`config.mk`:
```
export PLATFORM = sky130hd
export DESIGN_NAME = tsi_switch
export DESIGN_NICKNAME = d
export VERILOG_FILES = /design/src/rtl/tsi_pkg.sv /design/src/rtl/tsi_slot_timer.sv /design/src/rtl/tsi_data_store.sv /design/src/rtl/tsi_connect_store.sv /design/src/rtl/tsi_switch.sv
export SDC_FILE = /design/constraint.sdc
export NUM_CORES = 2
export LEC_CHECK = 0
export ABC_CLOCK_PERIOD_IN_PS = 11800
export BUFFER_PORTS_ARGS = -buffer_cell sky130_fd_sc_hd__buf_4
export CAP_MARGIN = 5
export CORE_MARGIN = 1.5
export CORE_UTILIZATION = 45
export DETAILED_ROUTE_END_ITERATION = 12
export PLACE_DENSITY = 0.72
export SYNTH_ARGS = -nofsm -noshare
export SYNTH_HDL_FRONTEND = slang
export SYNTH_SLANG_ARGS = --single-unit
```
`constraint.sdc`:
```
create_clock -name clk -period 11.8 [get_ports clk]
set_input_delay 0.59 -clock clk [delete_from_list [all_inputs] [get_ports clk]]
set_output_delay 0.59 -clock clk [all_outputs]
set_load 0.005 [all_outputs]
```
`src/rtl/tsi_pkg.sv`:
```
`timescale 1ns/1ps
package tsi_pkg;

    // Per-channel control bits, host bit order 3..0
    typedef struct packed {
        logic ctl;   // side control line level
        logic cdly;  // frame-aligned (constant) delay
        logic msg;   // message byte instead of switched data
        logic oe;    // output enable for the slot
    } chan_ctrl_t;

    localparam int CTRL_W = 4;

endpackage

```
`src/rtl/tsi_slot_timer.sv`:
```
`timescale 1ns/1ps
// Tracks the current slot and frame parity, and the slot fetched one ahead.
module tsi_slot_timer #(
    parameter int N = 32,
    localparam int SW = $clog2(N)
) (
    input  logic          clk,
    input  logic          rst_n,
    input  logic          frame_start,
    output logic [SW-1:0] cur_slot,
    output logic          cur_par,
    output logic [SW-1:0] fetch_slot,
    output logic          fetch_par
);

    localparam logic [SW-1:0] LAST = SW'(N - 1);

    typedef struct packed {
        logic [SW-1:0] slot;
        logic          par;
    } tmr_t;

    tmr_t st_d, st_q;

    always_comb begin
        cur_slot   = (frame_start || st_q.slot == LAST) ? '0 : st_q.slot + 1'b1;
        cur_par    = (cur_slot == '0) ? ~st_q.par : st_q.par;
        fetch_slot = (cur_slot == LAST) ? '0 : cur_slot + 1'b1;
        fetch_par  = (fetch_slot == '0) ? ~cur_par : cur_par;
        st_d.slot  = cur_slot;
        st_d.par   = cur_par;
    end

    // Reset state makes the first cycle slot 0 of an even frame
    always_ff @(posedge clk or negedge rst_n) begin
        if (!rst_n) begin
            st_q <= '{slot: LAST, par: 1'b1};
        end else begin
            st_q <= st_d;
        end
    end

endmodule

```
`src/rtl/tsi_data_store.sv`:
```
`timescale 1ns/1ps
// Captured byte storage: one shortest-path array and two frame banks.
module tsi_data_store #(
    parameter int N  = 32,
    parameter int DW = 8,
    localparam int SW = $clog2(N)
) (
    input  logic          clk,
    input  logic          rst_n,
    input  logic [SW-1:0] cur_slot,
    input  logic          cur_par,
    input  logic [DW-1:0] in_byte,
    input  logic [SW-1:0] var_addr,
    input  logic [SW-1:0] cst_addr,
    input  logic          cst_par,
    output logic [DW-1:0] var_data,
    output logic [DW-1:0] cst_data
);

    typedef struct packed {
        logic          vld;
        logic          par;
        logic [SW-1:0] slot;
        logic [DW-1:0] data;
    } cap_t;

    cap_t          cap_d, cap_q;
    logic [DW-1:0] vmem_d [N];
    logic [DW-1:0] vmem_q [N];
    logic [DW-1:0] bank_d [2][N];
    logic [DW-1:0] bank_q [2][N];

    // Capture register, then write one cycle later into both stores
    always_comb begin
        cap_d.vld  = 1'b1;
        cap_d.par  = cur_par;
        cap_d.slot = cur_slot;
        cap_d.data = in_byte;
        vmem_d     = vmem_q;
        bank_d     = bank_q;
        if (cap_q.vld) begin
            vmem_d[cap_q.slot]            = cap_q.data;
            bank_d[cap_q.par][cap_q.slot] = cap_q.data;
        end
    end

    // Shortest-path read sees only completed writes (three-slot minimum).
    // Frame-aligned read forwards the two newest bytes of the closing frame.
    always_comb begin
        var_data = vmem_q[var_addr];
        if (cap_q.vld && cap_q.par == cst_par && cap_q.slot == cst_addr) begin
            cst_data = cap_q.data;
        end else if (cur_par == cst_par && cur_slot == cst_addr) begin
            cst_data = in_byte;
        end else begin
            cst_data = bank_q[cst_par][cst_addr];
        end
    end

    always_ff @(posedge clk or negedge rst_n) begin
        if (!rst_n) begin
            cap_q <= '0;
            for (int i = 0; i < N; i++) begin
                vmem_q[i]    <= '0;
                bank_q[0][i] <= '0;
                bank_q[1][i] <= '0;
            end
        end else begin
            cap_q  <= cap_d;
            vmem_q <= vmem_d;
            bank_q <= bank_d;
        end
    end

endmodule

```
`src/rtl/tsi_connect_store.sv`:
```
`timescale 1ns/1ps
// Connection entries with paged host access and a fetch read port.
module tsi_connect_store
    import tsi_pkg::*;
#(
    parameter int N  = 32,
    parameter int DW = 8,
    localparam int SW = $clog2(N),
    localparam int AW = SW + 1
) (
    input  logic          clk,
    input  logic          rst_n,
    input  logic          cpu_sel,
    input  logic          cpu_wr,
    input  logic [AW-1:0] cpu_addr,
    input  logic [DW-1:0] cpu_wdata,
    output logic [DW-1:0] cpu_rdata,
    input  logic [SW-1:0] fetch_slot,
    output chan_ctrl_t    fe_ctrl,
    output logic [DW-1:0] fe_low
);

    typedef struct packed {
        logic          page;
        logic [DW-1:0] rdata;
    } hreg_t;

    hreg_t         r_d, r_q;
    logic [DW-1:0] lo_d [N];
    logic [DW-1:0] lo_q [N];
    chan_ctrl_t    hi_d [N];
    chan_ctrl_t    hi_q [N];
    logic [SW-1:0] ch;
    logic          is_reg;

    assign ch     = cpu_addr[SW-1:0];
    assign is_reg = cpu_addr[AW-1];

    always_comb begin
        r_d  = r_q;
        lo_d = lo_q;
        hi_d = hi_q;
        if (cpu_sel && cpu_wr) begin
            if (is_reg) begin
                r_d.page = cpu_wdata[0];
            end else if (r_q.page) begin
                hi_d[ch] = chan_ctrl_t'(cpu_wdata[CTRL_W-1:0]);
            end else begin
                lo_d[ch] = cpu_wdata;
            end
        end
        if (cpu_sel && !cpu_wr) begin
            if (is_reg) begin
                r_d.rdata = {{(DW-1){1'b0}}, r_q.page};
            end else if (r_q.page) begin
                r_d.rdata = {{(DW-CTRL_W){1'b0}}, hi_q[ch]};
            end else begin
                r_d.rdata = lo_q[ch];
            end
        end
    end

    assign cpu_rdata = r_q.rdata;
    assign fe_ctrl   = hi_q[fetch_slot];
    assign fe_low    = lo_q[fetch_slot];

    always_ff @(posedge clk or negedge rst_n) begin
        if (!rst_n) begin
            r_q <= '0;
            for (int i = 0; i < N; i++) begin
                lo_q[i] <= '0;
                hi_q[i] <= '0;
            end
        end else begin
            r_q  <= r_d;
            lo_q <= lo_d;
            hi_q <= hi_d;
        end
    end

endmodule

```
`src/rtl/tsi_switch.sv`:
```
`timescale 1ns/1ps
// Time-slot interchange: N slots per frame, one byte per cycle.
// N must be a power of two; DW must hold a slot index and the control bits.
module tsi_switch
    import tsi_pkg::*;
#(
    parameter int N  = 32,
    parameter int DW = 8,
    localparam int SW = $clog2(N),
    localparam int AW = SW + 1
) (
    input  logic          clk,
    input  logic          rst_n,
    input  logic          frame_start,
    input  logic [DW-1:0] in_byte,
    input  logic          oe_all_n,
    input  logic          cpu_sel,
    input  logic          cpu_wr,
    input  logic [AW-1:0] cpu_addr,
    input  logic [DW-1:0] cpu_wdata,
    output logic [DW-1:0] cpu_rdata,
    output logic [DW-1:0] out_byte,
    output logic          out_oe,
    output logic          out_ctl
);

    logic [SW-1:0] cur_slot, fetch_slot, src;
    logic          cur_par, fetch_par;
    chan_ctrl_t    fe_ctrl;
    logic [DW-1:0] fe_low, var_data, cst_data;

    typedef struct packed {
        logic [DW-1:0] data;
        logic          oe;
        logic          ctl;
    } ostage_t;

    ostage_t os_d, os_q;

    tsi_slot_timer #(.N(N)) u_tmr (
        .clk        (clk),
        .rst_n      (rst_n),
        .frame_start(frame_start),
        .cur_slot   (cur_slot),
        .cur_par    (cur_par),
        .fetch_slot (fetch_slot),
        .fetch_par  (fetch_par)
    );

    tsi_connect_store #(.N(N), .DW(DW)) u_cm (
        .clk       (clk),
        .rst_n     (rst_n),
        .cpu_sel   (cpu_sel),
        .cpu_wr    (cpu_wr),
        .cpu_addr  (cpu_addr),
        .cpu_wdata (cpu_wdata),
        .cpu_rdata (cpu_rdata),
        .fetch_slot(fetch_slot),
        .fe_ctrl   (fe_ctrl),
        .fe_low    (fe_low)
    );

    assign src = fe_low[SW-1:0];

    // Frame-aligned reads take the bank of the frame before the fetched slot
    tsi_data_store #(.N(N), .DW(DW)) u_dm (
        .clk     (clk),
        .rst_n   (rst_n),
        .cur_slot(cur_slot),
        .cur_par (cur_par),
        .in_byte (in_byte),
        .var_addr(src),
        .cst_addr(src),
        .cst_par (~fetch_par),
        .var_data(var_data),
        .cst_data(cst_data)
    );

    // Output stage loads one slot ahead of transmission
    always_comb begin
        if (fe_ctrl.msg) begin
            os_d.data = fe_low;
        end else if (fe_ctrl.cdly) begin
            os_d.data = cst_data;
        end else begin
            os_d.data = var_data;
        end
        os_d.oe  = fe_ctrl.oe;
        os_d.ctl = fe_ctrl.ctl;
    end

    always_ff @(posedge clk or negedge rst_n) begin
        if (!rst_n) begin
            os_q <= '0;
        end else begin
            os_q <= os_d;
        end
    end

    assign out_byte = os_q.data;
    assign out_oe   = os_q.oe & oe_all_n;
    assign out_ctl  = os_q.ctl;

endmodule

```
### Word-level counts from Yosys, hierarchy flattened

Index checks and enable logic that the tools add are counted.

* flip-flop bits (word level): 1192
* output and inout port bits: 18
* word-level logic and storage cells: 354

* add/subtract/negate cells: 2
* order comparisons: 9
* equality and inequality tests: 6
* mux-type cells: 43
* bitwise logic cells: 12
* reduce and logical (&&, ||, !) cells: 15

Operator list (count)
* $mux W256: 4
* $bwmux W256: 2
* $bwmux W512: 1
* $demux W256 S1: 1
* $bmux W8 S5: 4
* $bwmux W128: 1
* $mux W8: 16
* $demux W8 S5: 2
* $bmux W4 S5: 2
* $ge A6 B6 Y1 const B: 4
* $not A5 Y6: 4
* $demux W4 S5: 1
* $mux W4: 5
* $lt A6 B1 Y1 const B: 2
* $add A5 B1 Y5 const B: 2
* $eq A5 B5 Y1: 2
* $eq A5 B5 Y1 const B: 2
* $logic_not A5 Y1: 2
* $mux W5: 2
* $logic_and A1 B1 Y1: 8
* $reduce_and A3 Y1: 2
* $not A1 Y1: 5
* $ge A2 B2 Y1 const B: 2
* $not A1 Y2: 2
* other kinds (7): 9

### Logic depth before layout (Yosys ltp)

* word-level depth: 19
* depth in mapped cells: 28

### Modules after synthesis

Synthesis repeated with hierarchy kept, for this count alone.

* cell total of the unflattened synthesis: 3842
* area, all modules: 57684.1 um^2

By module, submodules not included
* tsi_data_store: times used 1, cells each 2385, area each 35794.3 um^2
* tsi_connect_store: times used 1, cells each 1371, area each 20962.6 um^2
* tsi_switch: times used 1, cells each 46, area each 493.0 um^2
* tsi_slot_timer: times used 1, cells each 40, area each 434.2 um^2

### Worst setup path before layout

No wires, ideal clock.

* path type: reg-to-reg
* from: register u_tmr.st_q[1] (netlist bit)
* to: register os_q (netlist bit out_byte[1])
* library setup time: 0.147 ns
* data arrival time: 5.659 ns
* data required time: 11.653 ns
* slack: 5.994 ns
* cell stages (with the launch flop): 24
* path buffers: 7
* cell sequence: dfstp_2 > ha_1 > and3_1 > ha_1 > nor2_2 > and2_1 > ha_1 > buf_2 > and3_1 > ha_1 > clkbuf_1 > nor2_2 > buf_6 > mux4_2 > mux2_2 > a222oi_1 > buf_4 > buf_4 > buf_4 > buf_4 > mux2i_1 > o22ai_1 > a2111oi_0 > a22oi_1

RTL lines
* start, declared: line tsi_slot_timer.sv:23 `tmr_t st_d, st_q;`
* start signal, assigned: line tsi_slot_timer.sv:37 `st_q <= '{slot: LAST, par: 1'b1};`
* start signal, assigned: line tsi_slot_timer.sv:39 `st_q <= st_d;`
* end signal, assigned: line tsi_switch.sv:96 `os_q <= os_d;`
* end, declared: line tsi_switch.sv:38 `ostage_t os_d, os_q;`

==> metrics.md <==
| Metric | Value |
|---|---|
| Async SR Flop Fraction | `100.0%` |
| Clock network fraction of design power | `37.1%` |
| Clk slew on worst S/H paths | `0.07 ns` |
| Synth cell types | `84` |
| NetSw | `3.121 mW` |
| Final Skew | `0.03422 ns` |
| Seq. cell area | `0.02986 mm^2` |
| Avg Cell Area, Syn | `11.81 um^2` |
| Vias in the first global route | `42450` |
| Sw Share | `29.94%` |
| Port Buffers | `45` |
| Status | `complete, no violations` |
| Sequential share of the synthesized area | `50.68%` |
| Peak Freq | `0.1155 GHz` |
| Hold_buf cts | `4` |
| Setup TNS | `0 ns` |
| IO Count | `46` |
| CP required | `12.45 ns` |
| Starting Density | `45.41%` |
| Area growth from synthesis to layout | `9.569%` |
| Slew @ Worst Pin | `1.306 ns` |
| Cell Int Power | `7.303 mW` |
| GP Congestion | `0.9630` |
| Die area | `0.1330 mm^2` |
| Final hold violation count | `0` |
| Clk buf depth | `3` |
| Worst VDD drop | `0.1370 mV` |
| Dpl hpwl | `111.2 mm` |
| Share of power burned in registers | `44.6%` |
| Skew-Pair Late Insertion Delay | `0.74 ns` |
| Largest net degree at the start of global routing | `137` |
| Pleak | `29.48 nW` |
| Critical path capture point type | `flop` |
| First-pass GRT wire length | `270.2 mm` |
| ANT nets after route | `0` |
| Crit path DAT | `9.31 ns` |
| Antenna cells | `0` |
| Routed vias/inst | `6.354` |
| Drt pass-1 iters | `7` |
| CTS Buf Count | `118` |
| Chip Width | `364.7 um` |
| Number of synthesized flops with an enable pin | `0` |
| Clk root buf | `clkbuf_16` |
| Synth Register Bits | `1192` |
| Fin crit share | `73.37%` |
| Slew headroom | `12.64%` |
| Post-Route Utilization | `49.76%` |
| Syn nets | `5018` |
| Max Cap Viol | `0` |
| Final wirelength | `176.4 mm` |
| H-tree levels | `3` |
| Total gr overflow | `0` |
| Nets | `4852` |
| Critical path type | `flop to flop` |
| CORE AREA | `0.1296 mm^2` |
| Fin. max-slew vios | `0` |
| # DRC | `0` |
| Synth warn | `0` |
| Combinational Power Share | `18.2%` |
| RSZ-0062 raised after global routing | `false` |
| CP max FO | `78` |
| Crit start category | `flop` |
| Wire per inst | `26.51 um` |
| Layout cells sized above 1 | `32.51%` |
| Sink Count | `1192` |
| CTS tree | `done` |
| Drt first-iter violations | `4785` |
| Area of the multi-input gates | `0.02723 mm^2` |
| Total track usage | `26.54%` |
| # rows | `132` |
| Post_cts resized | `0` |
| Fill cell count | `11200` |
| Initial antenna violation count | `1` |
| Die Y | `364.7 um` |
| Synthesized area | `0.05888 mm^2` |
| Post-CTS Setup Bufs | `0` |
| Pwr/cell area | `161.6 mW/mm^2` |
| Minimum clock period | `8.658 ns` |
| Vias | `42270` |
| Synth Flop Type | `dfrtp_1` |
| Hold crit path type | `primary input to flop` |
| Final setup viols | `0` |
| Post-Syn Instances | `4984` |
| Reg2reg setup slack | `3.14 ns` |
[path summary, 6_finish.rpt]
kind                                       from                to  depth (start not counted)
worst min-delay path                 in_byte[7]     u_dm.cap_q[7]                          1
max in group asynchronous                 rst_n    u_cm.lo_q[112]                          4
min in group asynchronous                 rst_n  u_dm.bank_q[224]                          2
worst min register to register  u_dm.bank_q[52]   u_dm.bank_q[52]                          2
worst max register to register    u_tmr.st_q[1]       out_byte[6]                         21
worst max-delay path              u_tmr.st_q[1]       out_byte[6]                         21
[power groups by stage]
stage	Clock [mW]	Combinational, mW	Sequential, mW
floorplan	0	1.26	4.61
global placement	0	1.84	4.69
detailed placement	0	1.86	4.71
CTS	3.91	1.87	4.64
global route	4.07	2.02	4.68
finish	3.87	1.90	4.65
[Yosys cell counts, drive strengths merged (22+ instances only)]
cell type,n,area share (%)
dfrtp,1186,50
a311oi,57,0.88
nand3,271,2.3
mux2,1030,20
a21oi,61,0.52
o21ai,226,1.9
clkbuf,284,1.8
buf,159,1.4
nand4,22,0.23
nor2,94,0.62
mux4,167,6.4
a31oi,44,0.47
nand2,780,5.0
nor3,33,0.30
a211oi,57,0.73
and3,81,0.86
a22oi,45,0.57
mux2i,120,2.0
[area by class of cell]
type,instances,area share [%]
clock buffer,171,5.340
clock inverter,41,0.7661
tap,1742,3.379
multi-input combinational,3332,42.21
sequential,1192,46.29
timing repair buffer,157,1.922
inverter,17,0.09892
[placed cells by master (no fill, tap or decap), drive strengths merged, types with 9 or more instances in the layout]
cell type,netlist,layout
dfrtp,1186,1186
mux2,1030,1030
nand2,780,780
nand3,271,271
o21ai,226,226
clkbuf,284,172
mux4,167,167
buf,159,152
mux2i,120,120
nor2,94,94
and3,81,81
a21oi,61,61
a211oi,57,57
a311oi,57,57
a22oi,45,45
a31oi,44,44
nor3,33,33
clkinv,0,25
nand4,22,22
inv,17,21
o211ai,15,15
a32oi,15,15
xnor2,14,14
a311o,12,12
a22o,10,10
o22ai,10,10
bufinv,0,10
nor4,10,10
a221oi,10,10
a2111oi,10,10
nor3b,10,10
o31ai,9,9
[per-stage QoR]
stage	instances	power [mW]	cell area, um^2	hold slack (ns)	setup WS, ns
2_1_floorplan	4984	5.873	58880	0.2944	5.994
3_3_place_gp	6435	6.532	60530	0.4551	3.578
3_5_place_dp	6435	6.578	60530	0.4645	3.374
4_1_cts	6651	10.43	64500	0.00006645	3.379
5_1_grt	6652	10.77	64510	0.01697	2.594
6_report	6652	10.42	64510	0.04151	3.142
[routing by layer]
| layer | GRT usage, % | routed length (um) |
|---|---|---|
| met1 | 34.72 | 68900 |
| met2 | 40.87 | 80140 |
| met3 | 6.265 | 16540 |
| met4 | 14.27 | 10780 |
| met5 | 0 | 10 |
[registers in the layout, indices dropped and copies added (netlist names)]
signal and cells:
out_ctl 1, os_q 1, u_cm.hi_q 128, u_cm.cpu_rdata 8
u_dm.vmem_q 256, u_dm.cap_q 15, out_byte 8, u_cm.r_q 1
u_dm.bank_q 512, u_cm.lo_q 256, u_tmr.st_q 6
[critical path, stage by stage (launching register included)]
cell,delay [ns]
dfstp_2,0.59
ha_1,0.23
and3_1,0.17
ha_1,0.33
nor3_1,0.09
mux2i_1,0.50
inv_1,0.29
and3_1,0.26
ha_1,0.29
nor4_1,0.39
nand2_1,0.53
nand2_2,0.73
mux2_2,0.44
o221ai_4,0.72
nand2_8,0.64
buf_4,0.47
a311oi_1,0.88
o21ai_0,0.26
o21a_1,0.18
a31oi_1,0.17
o21ai_1,0.11
a32oi_1,0.23
[kinds of logic after synthesis]
logic type               Yosys count  synth area share, %
AND/OR/NAND/NOR                 1347                10.11
flip-flops                      1192                50.68
other                              1             0.006369
adder cells (fa/ha/maj)            6               0.1275
multiplexers                    1317                28.13
buffers and inverters            460                3.334
XOR/XNOR                          17               0.2529
AO/OA/AOI/OAI                    644                7.361
Note: power is estimated with default switching activity, not from simulation.
